$ cat src/rtl/cam_cyc_pkg.sv
package cam_cyc_pkg;
  localparam int DW    = 16;
  localparam int SEG_W = 2;

  // {wr_n, cmd_n} captured at the start of a cycle
  typedef enum logic [1:0] {
    CYC_CMD_WR  = 2'b00,
    CYC_DATA_WR = 2'b01,
    CYC_CMD_RD  = 2'b10,
    CYC_DATA_RD = 2'b11
  } cyc_kind_t;

  typedef enum logic [1:0] {
    PEND_NONE = 2'd0,
    PEND_VBC  = 2'd1,
    PEND_CTRL = 2'd2
  } pend_t;

  localparam logic [3:0] OP_VBC   = 4'h0;
  localparam logic [3:0] OP_RANGE = 4'h1;
  localparam logic [3:0] OP_MODE  = 4'h2;
  localparam logic [3:0] OP_CTRL  = 4'h3;
  localparam logic [3:0] OP_NFSEL = 4'h5;
endpackage

$ cat src/rtl/cam_cyc_frame.sv
module cam_cyc_frame
  import cam_cyc_pkg::*;
(
  input  logic      clk,
  input  logic      rst_n,
  input  logic      cyc_en_n,
  input  logic      wr_n,
  input  logic      cmd_n,
  output cyc_kind_t kind,
  output logic      in_cyc,
  output logic      cyc_end
);
  logic en_q;
  logic en_fall;

  assign en_fall = en_q & ~cyc_en_n;
  assign cyc_end = ~en_q & cyc_en_n & in_cyc;

  always_ff @(posedge clk or negedge rst_n) begin
    if (!rst_n) begin
      en_q   <= 1'b1;
      in_cyc <= 1'b0;
      kind   <= CYC_DATA_RD;
    end else begin
      en_q <= cyc_en_n;
      if (en_fall) begin
        kind   <= cyc_kind_t'({wr_n, cmd_n});
        in_cyc <= 1'b1;
      end else if (cyc_en_n) begin
        in_cyc <= 1'b0;
      end
    end
  end
endmodule

$ cat src/rtl/cam_seg_ctr.sv
module cam_seg_ctr #(
  parameter int SW = 2
) (
  input  logic          clk,
  input  logic          rst_n,
  input  logic          load,
  input  logic [SW-1:0] lo_in,
  input  logic [SW-1:0] hi_in,
  input  logic          step,
  output logic [SW-1:0] cnt,
  output logic [SW-1:0] lo,
  output logic [SW-1:0] hi
);
  always_ff @(posedge clk or negedge rst_n) begin
    if (!rst_n) begin
      cnt <= '0;
      lo  <= '0;
      hi  <= '1;
    end else if (load) begin
      cnt <= lo_in;
      lo  <= lo_in;
      hi  <= hi_in;
    end else if (step) begin
      cnt <= (cnt == hi) ? lo : cnt + 1'b1;
    end
  end
endmodule

$ cat src/rtl/cam_addr_unit.sv
module cam_addr_unit #(
  parameter int AW = 11
) (
  input  logic          clk,
  input  logic          rst_n,
  input  logic          clr,
  input  logic          load,
  input  logic [AW-1:0] load_val,
  input  logic          step,
  input  logic          mode_we,
  input  logic [1:0]    mode_in,
  output logic [AW-1:0] addr
);
  logic [1:0] mode;

  always_ff @(posedge clk or negedge rst_n) begin
    if (!rst_n) begin
      addr <= '0;
      mode <= 2'b00;
    end else if (clr) begin
      addr <= '0;
      mode <= 2'b00;
    end else begin
      if (mode_we) mode <= mode_in;
      if (load) begin
        addr <= load_val;
      end else if (step) begin
        unique case (mode)
          2'b01:   addr <= addr + 1'b1;
          2'b10:   addr <= addr - 1'b1;
          default: addr <= addr;
        endcase
      end
    end
  end
endmodule

$ cat src/rtl/cam_cyc_ctrl.sv
module cam_cyc_ctrl
  import cam_cyc_pkg::*;
#(
  parameter int AW = 11
) (
  input  logic          clk,
  input  logic          rst_n,
  input  logic          cyc_en_n,
  input  logic          wr_n,
  input  logic          cmd_n,
  input  logic [DW-1:0] dq_in,
  output logic [DW-1:0] dq_out,
  output logic          dq_oe,
  input  logic [DW-1:0] rd_data_i,
  input  logic [DW-1:0] nf_addr_i,
  output logic [SEG_W-1:0] src_seg,
  output logic [SEG_W-1:0] dst_seg,
  output logic          dwr_stb,
  output logic [SEG_W-1:0] dwr_seg,
  output logic [DW-1:0] dwr_data,
  output logic          vbc_stb,
  output logic [2:0]    vbc_dst,
  output logic [2:0]    vbc_val,
  output logic [AW-1:0] vbc_addr
);
  localparam int NCTR = 2;  // index 0: destination, 1: source

  cyc_kind_t kind;
  logic      in_cyc, cyc_end;
  pend_t     pend;
  logic      nf_sel;
  logic [2:0] held_dst, held_val;
  logic [AW-1:0] addr_q;

  cam_cyc_frame u_frame (
    .clk(clk), .rst_n(rst_n), .cyc_en_n(cyc_en_n), .wr_n(wr_n), .cmd_n(cmd_n),
    .kind(kind), .in_cyc(in_cyc), .cyc_end(cyc_end)
  );

  // ---- instruction decode, only meaningful at cycle end ----
  logic [3:0] op;
  logic end_cw, end_dw, end_dr, instr_cw, is_vbc;
  logic ctrl_clr, addr_load, addr_step, mode_we, rng_we;

  assign op       = dq_in[15:12];
  assign end_cw   = cyc_end && (kind == CYC_CMD_WR);
  assign end_dw   = cyc_end && (kind == CYC_DATA_WR);
  assign end_dr   = cyc_end && (kind == CYC_DATA_RD);
  assign instr_cw = end_cw && (pend == PEND_NONE);
  assign is_vbc   = (op == OP_VBC) && (dq_in[10:8] == 3'b100) && (dq_in[7:6] == 2'b00);

  assign ctrl_clr  = end_cw && (pend == PEND_CTRL) && !dq_in[15];
  assign addr_load = end_cw && (pend == PEND_VBC);
  assign addr_step = instr_cw && is_vbc && !dq_in[11];
  assign mode_we   = instr_cw && (op == OP_MODE);
  assign rng_we    = instr_cw && (op == OP_RANGE);

  cam_addr_unit #(.AW(AW)) u_addr (
    .clk(clk), .rst_n(rst_n), .clr(ctrl_clr), .load(addr_load),
    .load_val(dq_in[AW-1:0]), .step(addr_step), .mode_we(mode_we),
    .mode_in(dq_in[1:0]), .addr(addr_q)
  );

  // ---- segment counters ----
  logic [SEG_W-1:0] ctr_lo_in [NCTR];
  logic [SEG_W-1:0] ctr_hi_in [NCTR];
  logic [SEG_W-1:0] ctr_cnt   [NCTR];
  logic [SEG_W-1:0] ctr_lo    [NCTR];
  logic [SEG_W-1:0] ctr_hi    [NCTR];
  logic             ctr_step  [NCTR];

  assign ctr_step[0] = end_dw;
  assign ctr_step[1] = end_dr;

  genvar gi;
  generate
    for (gi = 0; gi < NCTR; gi++) begin : g_seg
      localparam int FB = 6 - 4 * gi;  // low-bound field position in range word
      assign ctr_lo_in[gi] = ctrl_clr ? '0 : dq_in[FB+1:FB];
      assign ctr_hi_in[gi] = ctrl_clr ? '1 : dq_in[FB-1:FB-2];
      cam_seg_ctr #(.SW(SEG_W)) u_ctr (
        .clk(clk), .rst_n(rst_n), .load(rng_we || ctrl_clr),
        .lo_in(ctr_lo_in[gi]), .hi_in(ctr_hi_in[gi]), .step(ctr_step[gi]),
        .cnt(ctr_cnt[gi]), .lo(ctr_lo[gi]), .hi(ctr_hi[gi])
      );
    end
  endgenerate

  logic [SEG_W-1:0] dst_lo, dst_hi, src_lo, src_hi;
  assign dst_seg = ctr_cnt[0];
  assign src_seg = ctr_cnt[1];
  assign dst_lo  = ctr_lo[0];
  assign dst_hi  = ctr_hi[0];
  assign src_lo  = ctr_lo[1];
  assign src_hi  = ctr_hi[1];

  // ---- sequencing state and output strobes ----
  always_ff @(posedge clk or negedge rst_n) begin
    if (!rst_n) begin
      pend     <= PEND_NONE;
      nf_sel   <= 1'b0;
      held_dst <= '0;
      held_val <= '0;
      dwr_stb  <= 1'b0;
      dwr_seg  <= '0;
      dwr_data <= '0;
      vbc_stb  <= 1'b0;
      vbc_dst  <= '0;
      vbc_val  <= '0;
      vbc_addr <= '0;
    end else begin
      dwr_stb <= 1'b0;
      vbc_stb <= 1'b0;
      if (cyc_end) begin
        nf_sel <= instr_cw && (op == OP_NFSEL);
        pend   <= PEND_NONE;
        if (end_dw) begin
          dwr_stb  <= 1'b1;
          dwr_seg  <= dst_seg;
          dwr_data <= dq_in;
        end
        if (addr_load) begin
          vbc_stb  <= 1'b1;
          vbc_dst  <= held_dst;
          vbc_val  <= held_val;
          vbc_addr <= dq_in[AW-1:0];
        end
        if (instr_cw && is_vbc) begin
          if (dq_in[11]) begin
            pend     <= PEND_VBC;
            held_dst <= dq_in[5:3];
            held_val <= dq_in[2:0];
          end else begin
            vbc_stb  <= 1'b1;
            vbc_dst  <= dq_in[5:3];
            vbc_val  <= dq_in[2:0];
            vbc_addr <= addr_q;
          end
        end
        if (instr_cw && (op == OP_CTRL)) pend <= PEND_CTRL;
      end
    end
  end

  // ---- read path ----
  assign dq_oe  = in_cyc && kind[1] && !cyc_en_n;
  assign dq_out = (kind == CYC_DATA_RD) ? rd_data_i :
                  (nf_sel ? nf_addr_i : {{(DW-AW){1'b0}}, addr_q});
endmodule

$ cat config.mk
export PLATFORM = sky130hd
export DESIGN_NAME = cam_cyc_ctrl
export DESIGN_NICKNAME = d
export VERILOG_FILES = /design/src/rtl/cam_cyc_pkg.sv /design/src/rtl/cam_cyc_frame.sv /design/src/rtl/cam_seg_ctr.sv /design/src/rtl/cam_addr_unit.sv /design/src/rtl/cam_cyc_ctrl.sv
export SDC_FILE = /design/constraint.sdc
export NUM_CORES = 1
export LEC_CHECK = 0
export ABC_AREA = 1
export BUFFER_PORTS_ARGS = -buffer_cell sky130_fd_sc_hd__buf_2
export CAP_MARGIN = 20
export CORE_ASPECT_RATIO = 1.75
export CORE_MARGIN = 4
export CORE_UTILIZATION = 45
export DETAILED_ROUTE_END_ITERATION = 10
export HOLD_SLACK_MARGIN = 0.08
export PLACE_DENSITY = 0.79
export SYNTH_ARGS = -nofsm -noshare
export SYNTH_HDL_FRONTEND = slang
export SYNTH_SLANG_ARGS = --single-unit
$ cat constraint.sdc
create_clock -name clk -period 2.6 [get_ports clk]
set_input_delay 0.26 -clock clk [delete_from_list [all_inputs] [get_ports clk]]
set_output_delay 0.26 -clock clk [all_outputs]
set_load 0.005 [all_outputs]
==> impl_table.tex <==
\begin{tabular}{lr}
\hline
Metric & Value \\
\hline
\multicolumn{2}{l}{\textbf{Logic synthesis}} \\
\quad Mapped Avg Cell Area & 7.328 sq um \\
\quad Unique masters post-synth & 44 \\
\quad Synth Warn \# & 0 \\
\quad Mapped Nets & 665 \\
\quad Instance count of the mapped netlist & 609 \\
\quad Prevailing post-synth register cell & dfrtp\_1 \\
\quad Post-synth EDFFs & 0 \\
\quad Register bit count reported by yosys & 75 \\
\quad Sequential cell area fraction in the yosys report & 42.25\% \\
\quad Synthesized cell area & 4463 sq um \\
\quad Share of flip-flops with an asynchronous set or reset after synthesis & 100.0\% \\
\multicolumn{2}{l}{\textbf{Die}} \\
\quad Num ports & 111 \\
\quad Core ar. & 9585 sq um \\
\quad Starting density of the core & 46.56\% \\
\quad Die W & 83.28 um \\
\quad Die footprint & 11640 sq um \\
\quad Vertical extent of the die & 139.7 um \\
\quad Std-Cell Rows & 47 \\
\multicolumn{2}{l}{\textbf{CTS}} \\
\quad Clock tree buffer depth & 2 \\
\quad Clock tree from TritonCTS & yes \\
\quad Cell at the root of the clock tree & clkbuf\_16 \\
\quad Clock buffer count from CTS & 9 \\
\quad Post-cts sizing count & 0 \\
\quad Clk pin slew, worst setup/hold paths & 0.06 ns \\
\quad Clock Sink Count & 75 \\
\quad Worst-Skew Late Latency & 0.34 ns \\
\quad H-tree depth & 3 \\
\multicolumn{2}{l}{\textbf{Setup path}} \\
\quad Kind of start point of the critical path & flop \\
\quad Critical path required time & 2.87 ns \\
\quad Peak fanout along the critical path & 16 \\
\quad Setup Crit Path Kind & flop to flop \\
\quad Critical path endpoint category & flop \\
\quad Worst EP arrival & 2.53 ns \\
\quad Worst reg2reg setup slack & 0.33 ns \\
\multicolumn{2}{l}{\textbf{GRT}} \\
\quad Largest net degree at the start of global routing & 51 \\
\quad Antenna violations before repair & 0 \\
\quad Vias in the first global route & 4486 \\
\quad Sum of overflow across all layers after global routing & 0 \\
\quad Global-route wire length before repair & 21760 um \\
\quad GRT Total Usage & 23.46\% \\
\multicolumn{2}{l}{\textbf{STA}} \\
\quad Final count of pins violating max slew & 0 \\
\quad Final number of hold-violating endpoints & 0 \\
\quad Final worst slack & 0.3341 ns \\
\quad Final clock skew & 0.007575 ns \\
\quad Setup violations, final & 0 \\
\quad Measured slew at the worst slew-check pin & 0.7919 ns \\
\quad Crit share post-route & 87.15\% \\
\quad Maximum frequency from static timing analysis & 441.3 MHz \\
\quad Worst slew margin relative to its limit & 47.21\% \\
\quad RSZ-0062 raised after global routing & false \\
\quad Final critical-path required period & 2.266 ns \\
\quad Post-Route Setup TNS & 0 ns \\
\multicolumn{2}{l}{\textbf{Final layout}} \\
\quad Layout cell share with drive strength beyond 1 & 24.55\% \\
\quad Synth-to-Final Area Change & 22.57\% \\
\quad Count of placed standard cells in the final layout, fillers left out & 847 \\
\quad Antenna diode instance count & 0 \\
\quad Count of filler cells inserted in the layout & 868 \\
\quad Final-stage net count & 776 \\
\quad Final design utilization & 57.07\% \\
\multicolumn{2}{l}{\textbf{Drt}} \\
\quad Post-detailed-route DRC marker count & 0 \\
\quad Antenna-violating nets left & 0 \\
\quad Detailed-route via count & 4452 \\
\quad DR pass1 iterations & 5 \\
\quad Final wirelength & 13640 um \\
\quad Routed wire per std cell & 16.10 um \\
\quad DRT iter0 DRCs & 268 \\
\quad Via density per instance & 5.256 \\
\multicolumn{2}{l}{\textbf{Placement}} \\
\quad Total half-perimeter wirelength after legalization and detailed placement & 10490 um \\
\quad IO buf count & 110 \\
\quad Pre-CTS setup slack & 0.4039 ns \\
\quad Routability cong. & 0.8819 \\
\quad Cell count after placement & 829 \\
\multicolumn{2}{l}{\textbf{Power and ir drop}} \\
\quad P per Cell Area & 693.5 nW/um\^{}2 \\
\quad Worst voltage drop across the vdd grid & 564.3 uV \\
\quad Total Power & 3.794 mW \\
\quad Static power due to leakage & 3.029 nW \\
\multicolumn{2}{l}{\textbf{Worst hold path}} \\
\quad Hold crit path type & primary input to flop \\
\multicolumn{2}{l}{\textbf{Status}} \\
\quad Outcome & finished, final reports clean \\
\multicolumn{2}{l}{\textbf{Job}} \\
\quad Number of max-cap violations & 0 \\
\hline
\end{tabular}
-- power breakdown --
group | leakage [nW] | switching [mW] | internal, mW
sequential | 0.985 | 0.157 | 1.36
clock | 0.169 | 0.481 | 0.961
combinational | 1.87 | 0.457 | 0.375
-- final timing paths --
check | to | cells after the start | startpoint
worst max-delay path | u_addr.addr[5] | 13 | u_addr.mode[0]
worst min-delay path | u_frame.kind[1] | 2 | wr_n
worst max register to register | u_addr.addr[5] | 13 | u_addr.mode[0]
worst min register to register | vbc_addr[8] | 2 | vbc_addr[8]
max in group asynchronous | g_seg[1].u_ctr.hi[0] | 3 | rst_n
min in group asynchronous | dwr_data[14] | 2 | rst_n
-- cell usage in the layout, fill, tap and decap left out, types with 9 or more instances in the layout --
cell type	count
buf_2	110
nand3_1	26
dfrtp_1	68
inv_1	52
o211ai_1	15
o21a_1	9
nand2_1	254
clkbuf_16	9
nor2_1	30
o21ai_0	54
-- synthesized netlist by cell type (all sizes together), types with 5 or more instances --
master  number  share of area [%]
a21oi        7               0.78
xnor2        6                1.2
buf         12                2.1
nand4        5               0.70
o21ai       62                7.5
nor2        37                3.7
nand2      260                 22
nand3       29                3.9
clkbuf       9               0.98
dfstp        7                4.1
o211ai      15                2.5
inv         57                4.8
o21a         9                1.5
dfrtp       68                 38
-- flip-flops by register name (all words and copies together) (netlist names), 3 cells and up --
signal           count
vbc_val              3
vbc_dst              3
u_addr.addr         11
vbc_addr            11
g_seg.u_ctr.cnt      4
dwr_data            16
g_seg.u_ctr.lo       4
held_dst             3
held_val             3
g_seg.u_ctr.hi       4
-- cells by family (layout without fill, tap and decap cells) --
logic type | count (synthesis) | in the layout | synth area share (%)
and+or+nand+nor | 339 | 339 | 32.66
AOI/OAI and AO/OA | 101 | 101 | 13.62
buffers and inverters | 80 | 196 | 8.186
DFF | 75 | 75 | 42.25
xor gates and xnor gates | 9 | 9 | 1.935
adders and majority gates | 3 | 3 | 0.8411
muxes | 2 | 2 | 0.5046
-- timing repair --
item / CTS / global route
hold endpoints to repair: 23 / 0
buffers inserted: 0 / 0
hold buffers: 2 / 0
-- critical path, cell delays in order (launching register included) --
cell and delay [ns]:
dfrtp_1 0.38, inv_1 0.08, ha_1 0.25, buf_4 0.25, nand2_1 0.08, nand2_1 0.16
nand2_1 0.11, o21bai_1 0.27, nand2_1 0.09, nand2_1 0.09, nor2_1 0.04, o21ai_0 0.22
nand2_1 0.09, nand2_1 0.08
-- per-layer routing --
metal / track usage (%) / part of all wire, % / vias to the layer above
met4: 13.70 / 5.3 / 0
met1: 23.15 / 35 / 2104
met2: 45.01 / 56 / 134
li1: - / - / 2169
met5: 0 / 0 / -
met3: 3.726 / 3.6 / 45
-- metrics by stage --
stage	instance area [sq um]	hold slack (ns)
after floorplan	4463	-0.03559
after global placement	5107	0.2973
after detailed placement	5107	0.3021
after CTS	5470	0.1619
after global routing	5470	0.1648
final	5470	0.1713
-- area by class of cell --
type	instances	area, sq um	share of cell area, %
Clock buffer	11	242.7	4.437
Clock inverter	5	100.1	1.830
Inverter	59	226.5	4.140
Multi-Input combinational cell	454	2212	40.44
Sequential cell	75	1886	34.47
Tap cell	122	152.6	2.790
Timing Repair Buffer	121	650.6	11.89
Power figures use the tool's default switching activity.
